`src/rtl/nvseq_pkg.sv`:
```
package nvseq_pkg;

  localparam int SEQ_LEN    = 6;
  localparam int PREFIX_LEN = SEQ_LEN - 1;
  localparam int STEP_W     = $clog2(SEQ_LEN);
  localparam int PAT_W      = 15;

  localparam logic [PAT_W-1:0] STORE_TAIL  = 15'h0FC0;
  localparam logic [PAT_W-1:0] RECALL_TAIL = 15'h0C63;

  typedef struct packed {
    logic startStore;
    logic startRecall;
  } ctrlStrobe_t;

  typedef struct packed {
    logic hitNext;
    logic hitHead;
    logic hitStoreEnd;
    logic hitRecallEnd;
  } matchFlags_t;

  // Shared opening addresses, by step index
  function automatic logic [PAT_W-1:0] prefixAddr(input int idx);
    case (idx)
      0:       prefixAddr = 15'h0E38;
      1:       prefixAddr = 15'h31C7;
      2:       prefixAddr = 15'h03E0;
      3:       prefixAddr = 15'h3C1F;
      4:       prefixAddr = 15'h303F;
      default: prefixAddr = '0;
    endcase
  endfunction

endpackage

```
`src/rtl/nvseq_datapath.sv`:
```
module nvseq_datapath
  import nvseq_pkg::*;
#(
  parameter int ADDR_W        = 15,
  parameter int STORE_CYCLES  = 500,
  parameter int RECALL_CYCLES = 1000
) (
  input  logic                clk,
  input  logic                rstN,
  input  logic [ADDR_W-1:0]   addrIn,
  input  logic [STEP_W-1:0]   stepIdx,
  input  ctrlStrobe_t         strobe,
  output matchFlags_t         flags,
  output logic                storeReq,
  output logic                recallReq,
  output logic                busy
);

  localparam int MAX_CYC = (STORE_CYCLES > RECALL_CYCLES) ? STORE_CYCLES : RECALL_CYCLES;
  localparam int CNT_W   = $clog2(MAX_CYC + 1);

  logic [PREFIX_LEN-1:0] prefixHit;
  logic [CNT_W-1:0]      busyCnt;

  // One comparator per opening address
  for (genvar i = 0; i < PREFIX_LEN; i++) begin : g_cmp
    assign prefixHit[i] = (addrIn == ADDR_W'(prefixAddr(i)));
  end

  always_comb begin
    flags              = '0;
    flags.hitHead      = prefixHit[0];
    flags.hitNext      = (int'(stepIdx) < PREFIX_LEN) && prefixHit[stepIdx];
    flags.hitStoreEnd  = (int'(stepIdx) == PREFIX_LEN) && (addrIn == ADDR_W'(STORE_TAIL));
    flags.hitRecallEnd = (int'(stepIdx) == PREFIX_LEN) && (addrIn == ADDR_W'(RECALL_TAIL));
  end

  always_ff @(posedge clk or negedge rstN) begin
    if (!rstN) begin
      busyCnt   <= '0;
      storeReq  <= 1'b0;
      recallReq <= 1'b0;
    end else begin
      storeReq  <= strobe.startStore;
      recallReq <= strobe.startRecall;
      if (strobe.startStore)       busyCnt <= CNT_W'(STORE_CYCLES);
      else if (strobe.startRecall) busyCnt <= CNT_W'(RECALL_CYCLES);
      else if (busyCnt != '0)      busyCnt <= busyCnt - 1'b1;
    end
  end

  assign busy = (busyCnt != '0);

endmodule

```
`src/rtl/nvseq_ctrl.sv`:
```
module nvseq_ctrl
  import nvseq_pkg::*;
(
  input  logic              clk,
  input  logic              rstN,
  input  logic              ceN,
  input  logic              weN,
  input  logic              busy,
  input  matchFlags_t       flags,
  output logic [STEP_W-1:0] stepIdx,
  output ctrlStrobe_t       strobe
);

  logic              ceQ;
  logic              ceFall;
  logic              take;
  logic [STEP_W-1:0] stepNext;

  assign ceFall = ceQ & ~ceN;
  assign take   = ceFall & ~busy;

  always_comb begin
    stepNext = stepIdx;
    strobe   = '0;
    if (take) begin
      if (!weN) begin
        stepNext = '0;
      end else if (flags.hitNext) begin
        stepNext = stepIdx + 1'b1;
      end else if (flags.hitRecallEnd) begin
        strobe.startRecall = 1'b1;
        stepNext           = '0;
      end else if (flags.hitStoreEnd) begin
        strobe.startStore = 1'b1;
        stepNext          = '0;
      end else begin
        stepNext = flags.hitHead ? STEP_W'(1) : '0;
      end
    end
  end

  always_ff @(posedge clk or negedge rstN) begin
    if (!rstN) begin
      ceQ     <= 1'b1;
      stepIdx <= '0;
    end else begin
      ceQ     <= ceN;
      stepIdx <= stepNext;
    end
  end

endmodule

```
`src/rtl/nvSeqDetect.sv`:
```
module nvSeqDetect
  import nvseq_pkg::*;
#(
  parameter int ADDR_W        = 15,
  parameter int STORE_CYCLES  = 500,
  parameter int RECALL_CYCLES = 1000
) (
  input  logic              clk,
  input  logic              rstN,
  input  logic [ADDR_W-1:0] addrIn,
  input  logic              ceN,
  input  logic              weN,
  output logic              storeReq,
  output logic              recallReq,
  output logic              busy
);

  logic [STEP_W-1:0] stepIdx;
  ctrlStrobe_t       strobe;
  matchFlags_t       flags;

  nvseq_ctrl uCtrl (
    .clk     (clk),
    .rstN    (rstN),
    .ceN     (ceN),
    .weN     (weN),
    .busy    (busy),
    .flags   (flags),
    .stepIdx (stepIdx),
    .strobe  (strobe)
  );

  nvseq_datapath #(
    .ADDR_W        (ADDR_W),
    .STORE_CYCLES  (STORE_CYCLES),
    .RECALL_CYCLES (RECALL_CYCLES)
  ) uDp (
    .clk       (clk),
    .rstN      (rstN),
    .addrIn    (addrIn),
    .stepIdx   (stepIdx),
    .strobe    (strobe),
    .flags     (flags),
    .storeReq  (storeReq),
    .recallReq (recallReq),
    .busy      (busy)
  );

endmodule

```
`config.mk`:
```
export PLATFORM = sky130hd
export DESIGN_NAME = nvSeqDetect
export DESIGN_NICKNAME = d
export VERILOG_FILES = /design/src/rtl/nvseq_pkg.sv /design/src/rtl/nvseq_datapath.sv /design/src/rtl/nvseq_ctrl.sv /design/src/rtl/nvSeqDetect.sv
export SDC_FILE = /design/constraint.sdc
export NUM_CORES = 1
export LEC_CHECK = 0
export BUFFER_PORTS_ARGS = -buffer_cell sky130_fd_sc_hd__buf_4
export CELL_PAD_IN_SITES_DETAIL_PLACEMENT = 0
export CELL_PAD_IN_SITES_GLOBAL_PLACEMENT = 1
export CORE_ASPECT_RATIO = 0.9
export CORE_UTILIZATION = 40
export DETAILED_ROUTE_END_ITERATION = 8
export PLACE_DENSITY_LB_ADDON = 0.1
export SYNTH_ARGS = -nofsm -noshare
export SYNTH_HDL_FRONTEND = slang
export SYNTH_SLANG_ARGS = --single-unit
```
`constraint.sdc`:
```
create_clock -name clk -period 2.7 [get_ports clk]
set_clock_uncertainty 0.1 [all_clocks]
set_input_delay 0.135 -clock clk [delete_from_list [all_inputs] [get_ports clk]]
set_output_delay 0.135 -clock clk [all_outputs]
set_load 0.005 [all_outputs]
```
==> qor.csv, run 1 <==
stage,metric,value,unit
placement,Setup WS pre-CTS,0.409,ns
power_and_ir_drop,Comb power frac,0.108,
clock_tree,CTS buffer count,3,
route,DRT met1 WL,1290,µm
floorplan,die area,0.00286,mm²
power_and_ir_drop,maximum VDD drop,250,µV
setup_path,crit-path cells,inv_1 -> ha_1 -> or4b_4 -> nor3_4 -> inv_2 -> buf_4,
synthesis,"Primary FF master, synth",dfrtp_1,
final_layout,n_diodes,0,
synthesis,Synth area leader,dfrtp_1,
power_and_ir_drop,Switching Fraction,0.228,
clock_tree,clock buffer depth,2,
floorplan,core area,0.00249,mm²
grt,initial antenna violation count,0,
floorplan,Starting Density,0.426,
synthesis,Synth Cell Area,0.00106,mm²
final_layout,fin area,0.00129,mm²
synthesis,"count leader, synth",dfrtp_1,
synthesis,ranking of synthesized cells by area,"dfrtp_1 (35%), nand2_1 (5.0%), nor2_1 (4.6%)",
timing,unrepaired setup endpoints after global routing,no,
power_and_ir_drop,pwr dens,323,mW/mm²
placement,Placed Cells incl. Taps,164,
power_and_ir_drop,Int Power,0.000323,W
synthesis,Syn Nets,138,
synthesis,"Avg Cell Area, Syn",9.14,µm²
power_and_ir_drop,sequential share of power,0.578,
placement,IO Port Bufs,21,
synthesis,"flops & latches, synth",16,
route,wire length per cell,14.7,µm
route,First-pass DRT Iterations,4,
clock_tree,CTS HTree Levels,1,
floorplan,placement row count,17,
route,DRC viols,0,
min_path,min-delay worst type,primary input to register,
synthesis,Synth cell types,41,
setup_path,Crit. End Element,output pin,
timing,Final Hold Fails,0,
floorplan,IO Count,22,
synthesis,Async SR Flop Fraction,1.00,
clock_tree,Worst-Skew Late Latency,0.29,ns
synthesis,"Seq/Total Area, Yosys",0.379,
setup_path,Startpoint Class,register,
route,remaining antenna violation count,0,
grt,vias in the first global route,928,
floorplan,die width,56.3,µm
final_layout,layout cells sized above 1,0.239,
power_and_ir_drop,Static Leak,0.538,nW
timing,TNS Setup,0,ns
timing,Relative slew margins,0.614,
route,metal3 WL,101,µm
timing,final setup vio count,0,
synthesis,Post-synth EDFFs,0,
synthesis,Syn. warnings,0,
placement,Post-DP Area,0.00125,mm²
flow_run,max-cap violations,0,
placement,GPL Wtd Cong,0.838,
setup_path,WP buf/inv,3,
timing,final worst path period share,0.873,
outcome,status,finished clean,
grt,Total GRT Usage,0.197,
timing,Fmax,424,MHz
timing,final worst setup slack,0.343,ns
clock_tree,CTS Sinks,16,
setup_path,largest driver fanout on the critical path,9,
synthesis,synthesized instance count,116,
route,routed wl met2,1120,µm
final_layout,fin cells,170,
synthesis,top post-synthesis cells by count,"dfrtp_1 (15), nand2_1 (14), nor2_1 (13)",
setup_path,Crit path required time,2.47,ns
clock_tree,"CTS clk-pin slew, worst paths",0.10,ns
final_layout,Nets,165,
setup_path,CP top delay family,simple AND/OR/NAND/NOR gates,
timing,Tmin final,2.36,ns
grt,Overflow after GRT,0,
setup_path,worst setup path class,register to output pin,
route,DR vias,968,
route,DRT iter0 DRCs,38,
floorplan,die height,50.8,µm
grt,first-pass GRT wire length,4280,µm
placement,DP Wirelength,2010,µm
clock_tree,CTS tree,yes,
route,Routed Wire Length,2510,µm
power_and_ir_drop,Pwr Total,0.000418,W
power_and_ir_drop,Clock power frac,0.315,
setup_path,"slowest stage cell, crit path",or4b_4,
synthesis,share of the synthesized area in the top cell type,0.354,
route,DR vias/cell,5.69,
timing,worst-margin pin slew,0.574,ns
grt,largest net degree at the start of global routing,17,
clock_tree,post-CTS setup repair buffer count,0,
power_and_ir_drop,Switch Pwr,0.0000951,W
route,Top Metal Used,met3,
setup_path,CP Data Arrival Time,2.12,ns
final_layout,Layout area overhead,22.2,%
timing,fin. max-slew vios,0,
clock_tree,clock root buffer,clkbuf_4,
setup_path,largest stage delay on the critical path,0.53,ns
## logic make-up after synthesis
| group | share of synthesized area |
|---|---|
| AO/OA/AOI/OAI | 0.138 |
| adder cells (fa/ha/maj) | 0.0354 |
| XOR/XNOR | 0.0413 |
| flip-flops | 0.379 |
| AND/OR/NAND/NOR | 0.378 |
| buffers and inverters | 0.0283 |
## final cells by class
cell class	instances	area, µm²
fillers	249	1190
multi-input cells	92	628
flip-flops and latches	16	402
repair buffers	23	178
well taps	28	35.0
clock buffers	4	26.3
inverters	7	26.3
## stage by stage
stage / utilization / hold WS [ns]
after CTS: 0.520 / 0.120
after detailed placement: 0.502 / -0.0928
after global routing: 0.520 / 0.131
after global placement: 0.502 / -0.0939
final: 0.520 / 0.119
after floorplan: - / -0.261
## worst min-delay path: cells and delay by family
kind / cells / cell delay [ns]
buffers and inverters: 2 / 0.14
AND/OR/NAND/NOR: 2 / 0.20
## per-layer routing
layer | track usage | up-vias
met2 | 0.321 | 17
met3 | 0.0532 | 0
li1 | - | 485
met4 | 0.0285 | 0
met5 | 0 | -
met1 | 0.269 | 466
## flip-flops by register name (all words and copies together), names as in the netlist
signal         flops
uCtrl.stepIdx      3
uDp.recallReq      1
uDp.busyCnt       10
uDp.storeReq       1
uCtrl.ceQ          1
## final timing paths
path                       cells past startpoint        endpoint  slack [ns]            from
setup / recovery                               6            busy        0.34  uDp.busyCnt[0]
hold / removal                                 4   uDp.recallReq        0.12       addrIn[7]
setup reg to reg                               8  uDp.busyCnt[1]        0.36  uDp.busyCnt[0]
hold reg to reg                                2  uDp.busyCnt[7]        0.46  uDp.busyCnt[7]
max in group asynchronous                      2       uCtrl.ceQ        2.11            rstN
min in group asynchronous                      2  uDp.busyCnt[4]        0.13            rstN
## timing repair
item / CTS / global route
gates resized for setup: 0 / 0
hold buffers: 2 / 0
endpoints found under the hold margin: 17 / 0
## cell usage in the layout (no fill, tap or decap), types with 3 or more instances in the layout
| cell | netlist | routed |
|---|---|---|
| and4b_1 | 4 | 4 |
| buf_4 | 0 | 21 |
| dfrtp_1 | 15 | 15 |
| clkbuf_4 | 0 | 3 |
| inv_1 | 6 | 6 |
| ha_1 | 3 | 3 |
| nand2_1 | 14 | 14 |
| a21oi_1 | 3 | 3 |
| o21ai_0 | 3 | 3 |
| nand4_1 | 5 | 5 |
| nor2_1 | 13 | 13 |
| nand3_1 | 5 | 5 |
| nor3_1 | 4 | 4 |
| nor4_1 | 3 | 3 |
| xnor2_1 | 3 | 3 |
## power by group through the flow
stage | clock network, W | logic, W | registers [W]
after floorplan | 0 | 0.00000972 | 0.000246
after global placement | 0 | 0.0000421 | 0.000246
after detailed placement | 0 | 0.0000429 | 0.000246
after CTS | 0.000136 | 0.0000453 | 0.000241
after global routing | 0.000148 | 0.0000503 | 0.000242
final | 0.000132 | 0.0000450 | 0.000241
No activity file was read; power rests on OpenSTA's default activity.
==> run 2: changes to the inputs <==
--- a/config.mk
+++ b/config.mk
@@ -6,12 +6,10 @@
 export NUM_CORES = 1
 export LEC_CHECK = 0
 export BUFFER_PORTS_ARGS = -buffer_cell sky130_fd_sc_hd__buf_4
-export CELL_PAD_IN_SITES_DETAIL_PLACEMENT = 0
-export CELL_PAD_IN_SITES_GLOBAL_PLACEMENT = 1
 export CORE_ASPECT_RATIO = 0.9
-export CORE_UTILIZATION = 40
+export CORE_UTILIZATION = 53
 export DETAILED_ROUTE_END_ITERATION = 8
-export PLACE_DENSITY_LB_ADDON = 0.1
+export PLACE_DENSITY = 0.78
 export SYNTH_ARGS = -nofsm -noshare
 export SYNTH_HDL_FRONTEND = slang
 export SYNTH_SLANG_ARGS = --single-unit
==> qor.csv, run 2 (synthesized netlist as in run 1, its figures left out) <==
stage,metric,value,unit
grt,largest net degree at the start of global routing,17,
setup_path,Crit path required time,2.47,ns
clock_tree,CTS HTree Levels,1,
route,DR vias,1002,
floorplan,die height,44.4,µm
clock_tree,clock root buffer,clkbuf_4,
timing,TNS Setup,0,ns
route,remaining antenna violation count,0,
setup_path,Reg-to-Reg End,uDp.busyCnt[1],
route,First-pass DRT Iterations,4,
placement,Setup WS pre-CTS,0.425,ns
clock_tree,clock buffer depth,2,
final_layout,n_diodes,0,
grt,first-pass GRT wire length,4310,µm
route,wire length per cell,15.5,µm
final_layout,most frequent cells in the layout,"buf_4 (21), dfrtp_1 (15), nand2_1 (14)",
outcome,status,finished clean,
final_layout,final core occ,0.735,
timing,final worst path period share,0.853,
grt,Total GRT Usage,0.267,
setup_path,worst setup path class,register to output pin,
final_layout,Nets,165,
timing,final setup vio count,0,
timing,unrepaired setup endpoints after global routing,no,
flow_run,max-cap violations,0,
setup_path,Setup crit start,uDp.busyCnt[0],
timing,fin. max-slew vios,0,
setup_path,Startpoint Class,register,
timing,Relative slew margins,0.696,
final_layout,Layout area overhead,22.7,%
timing,worst-margin pin slew,0.451,ns
route,metal3 WL,175,µm
route,DRC viols,0,
timing,Final Hold Fails,0,
clock_tree,CTS buffer count,3,
placement,DP Wirelength,1990,µm
timing,Tmin final,2.30,ns
setup_path,Critical Path End,busy,
setup_path,Crit. End Element,output pin,
setup_path,reg-to-reg startpoint,uDp.busyCnt[0],
route,DRT met1 WL,1180,µm
timing,Fmax,434,MHz
final_layout,biggest regs,"uDp.busyCnt: 10 flops, uCtrl.stepIdx: 3 flops",
timing,final worst setup slack,0.398,ns
setup_path,reg2reg setup slack,0.41,ns
power_and_ir_drop,maximum VDD drop,405,µV
route,Routed Wire Length,2570,µm
final_layout,layout cells sized above 1,0.246,
power_and_ir_drop,Pwr Total,0.000439,W
clock_tree,Worst-Skew Late Latency,0.28,ns
grt,Overflow after GRT,0,
min_path,min-delay worst type,primary input to asynchronous set/reset pin,
clock_tree,CTS tree,yes,
floorplan,Starting Density,0.599,
power_and_ir_drop,pwr dens,338,mW/mm²
final_layout,number of flip-flops in the largest register,10,
final_layout,Reg area,402,µm²
final_layout,fillcell total,135,
final_layout,Biggest register,uDp.busyCnt,
final_layout,"most common cell after layout, fill and taps aside",buf_4,
placement,GPL Wtd Cong,0.913,
grt,initial antenna violation count,0,
setup_path,CP Data Arrival Time,2.07,ns
route,Top Metal Used,met3,
route,routed wl met2,1210,µm
power_and_ir_drop,Static Leak,0.544,nW
setup_path,R2R depth,8,
route,DRT iter0 DRCs,16,
floorplan,die area,0.00218,mm²
final_layout,Multi-input gate area,628,µm²
placement,IO Port Bufs,21,
route,DR vias/cell,6.04,
floorplan,placement row count,14,
floorplan,IO Count,22,
setup_path,largest driver fanout on the critical path,9,
floorplan,die width,49.1,µm
grt,vias in the first global route,944,
clock_tree,"CTS clk-pin slew, worst paths",0.09,ns
clock_tree,CTS Sinks,16,
floorplan,core area,0.00177,mm²
run 2: cell counts in the layout (fill, tap and decap cells not counted):
Identical to the previous run, type by type.
run 2: layer usage:
layer / GRT usage / up-vias
met5: 0 / -
met2: 0.441 / 42
li1: - / 493
met4: 0.0353 / 0
met3: 0.0756 / 0
met1: 0.361 / 467
run 2: worst min-delay path by stage:
stage | start | to | slack [ns] | cells after the start
floorplan | rstN | uCtrl.stepIdx[0] | -0.26 | 0
global placement | rstN | uDp.busyCnt[3] | -0.10 | 1
detailed placement | rstN | uDp.busyCnt[3] | -0.1 | 1
CTS | rstN | uDp.busyCnt[3] | 0.13 | 2
global route | rstN | uDp.recallReq | 0.14 | 2
finish | rstN | uDp.storeReq | 0.13 | 2
run 2: power breakdown:
group | internal, W | total (W) | switching (W)
Clock | 0.0000820 | 0.000152 | 0.0000702
Combinational | 0.0000246 | 0.0000457 | 0.0000211
Sequential | 0.000241 | 0.000241 | 0.000000569
run 2: worst max-delay path, cell delays in order, from the launching register on:
cell	delay [ns]
dfrtp_1	0.42
inv_1	0.08
ha_1	0.20
or4b_4	0.52
nor3_4	0.25
inv_2	0.15
buf_4	0.17
run 2: area by class of cell:
type / instances / share of cell area
multi-input cells: 92 / 0.483
well taps: 24 / 0.0231
repair buffers: 23 / 0.137
inverters: 7 / 0.0202
clock buffers: 4 / 0.0279
flip-flops and latches: 16 / 0.309
run 2: stage by stage:
step,std cells,cell area (µm²),hold slack [ns]
5_1_grt,166,1300,0.138
6_report,166,1300,0.134
3_5_place_dp,160,1240,-0.0979
2_1_floorplan,116,1060,-0.261
4_1_cts,166,1300,0.134
3_3_place_gp,160,1240,-0.100
run 2: timing repair:
item / 4_1_cts / 5_1_grt
resized for setup: 0 / 0
endpoints found under the setup margin: 0 / 0
hold endpoints to repair: 17 / 0
buffers inserted: 0 / 0
hold buffers: 2 / 0
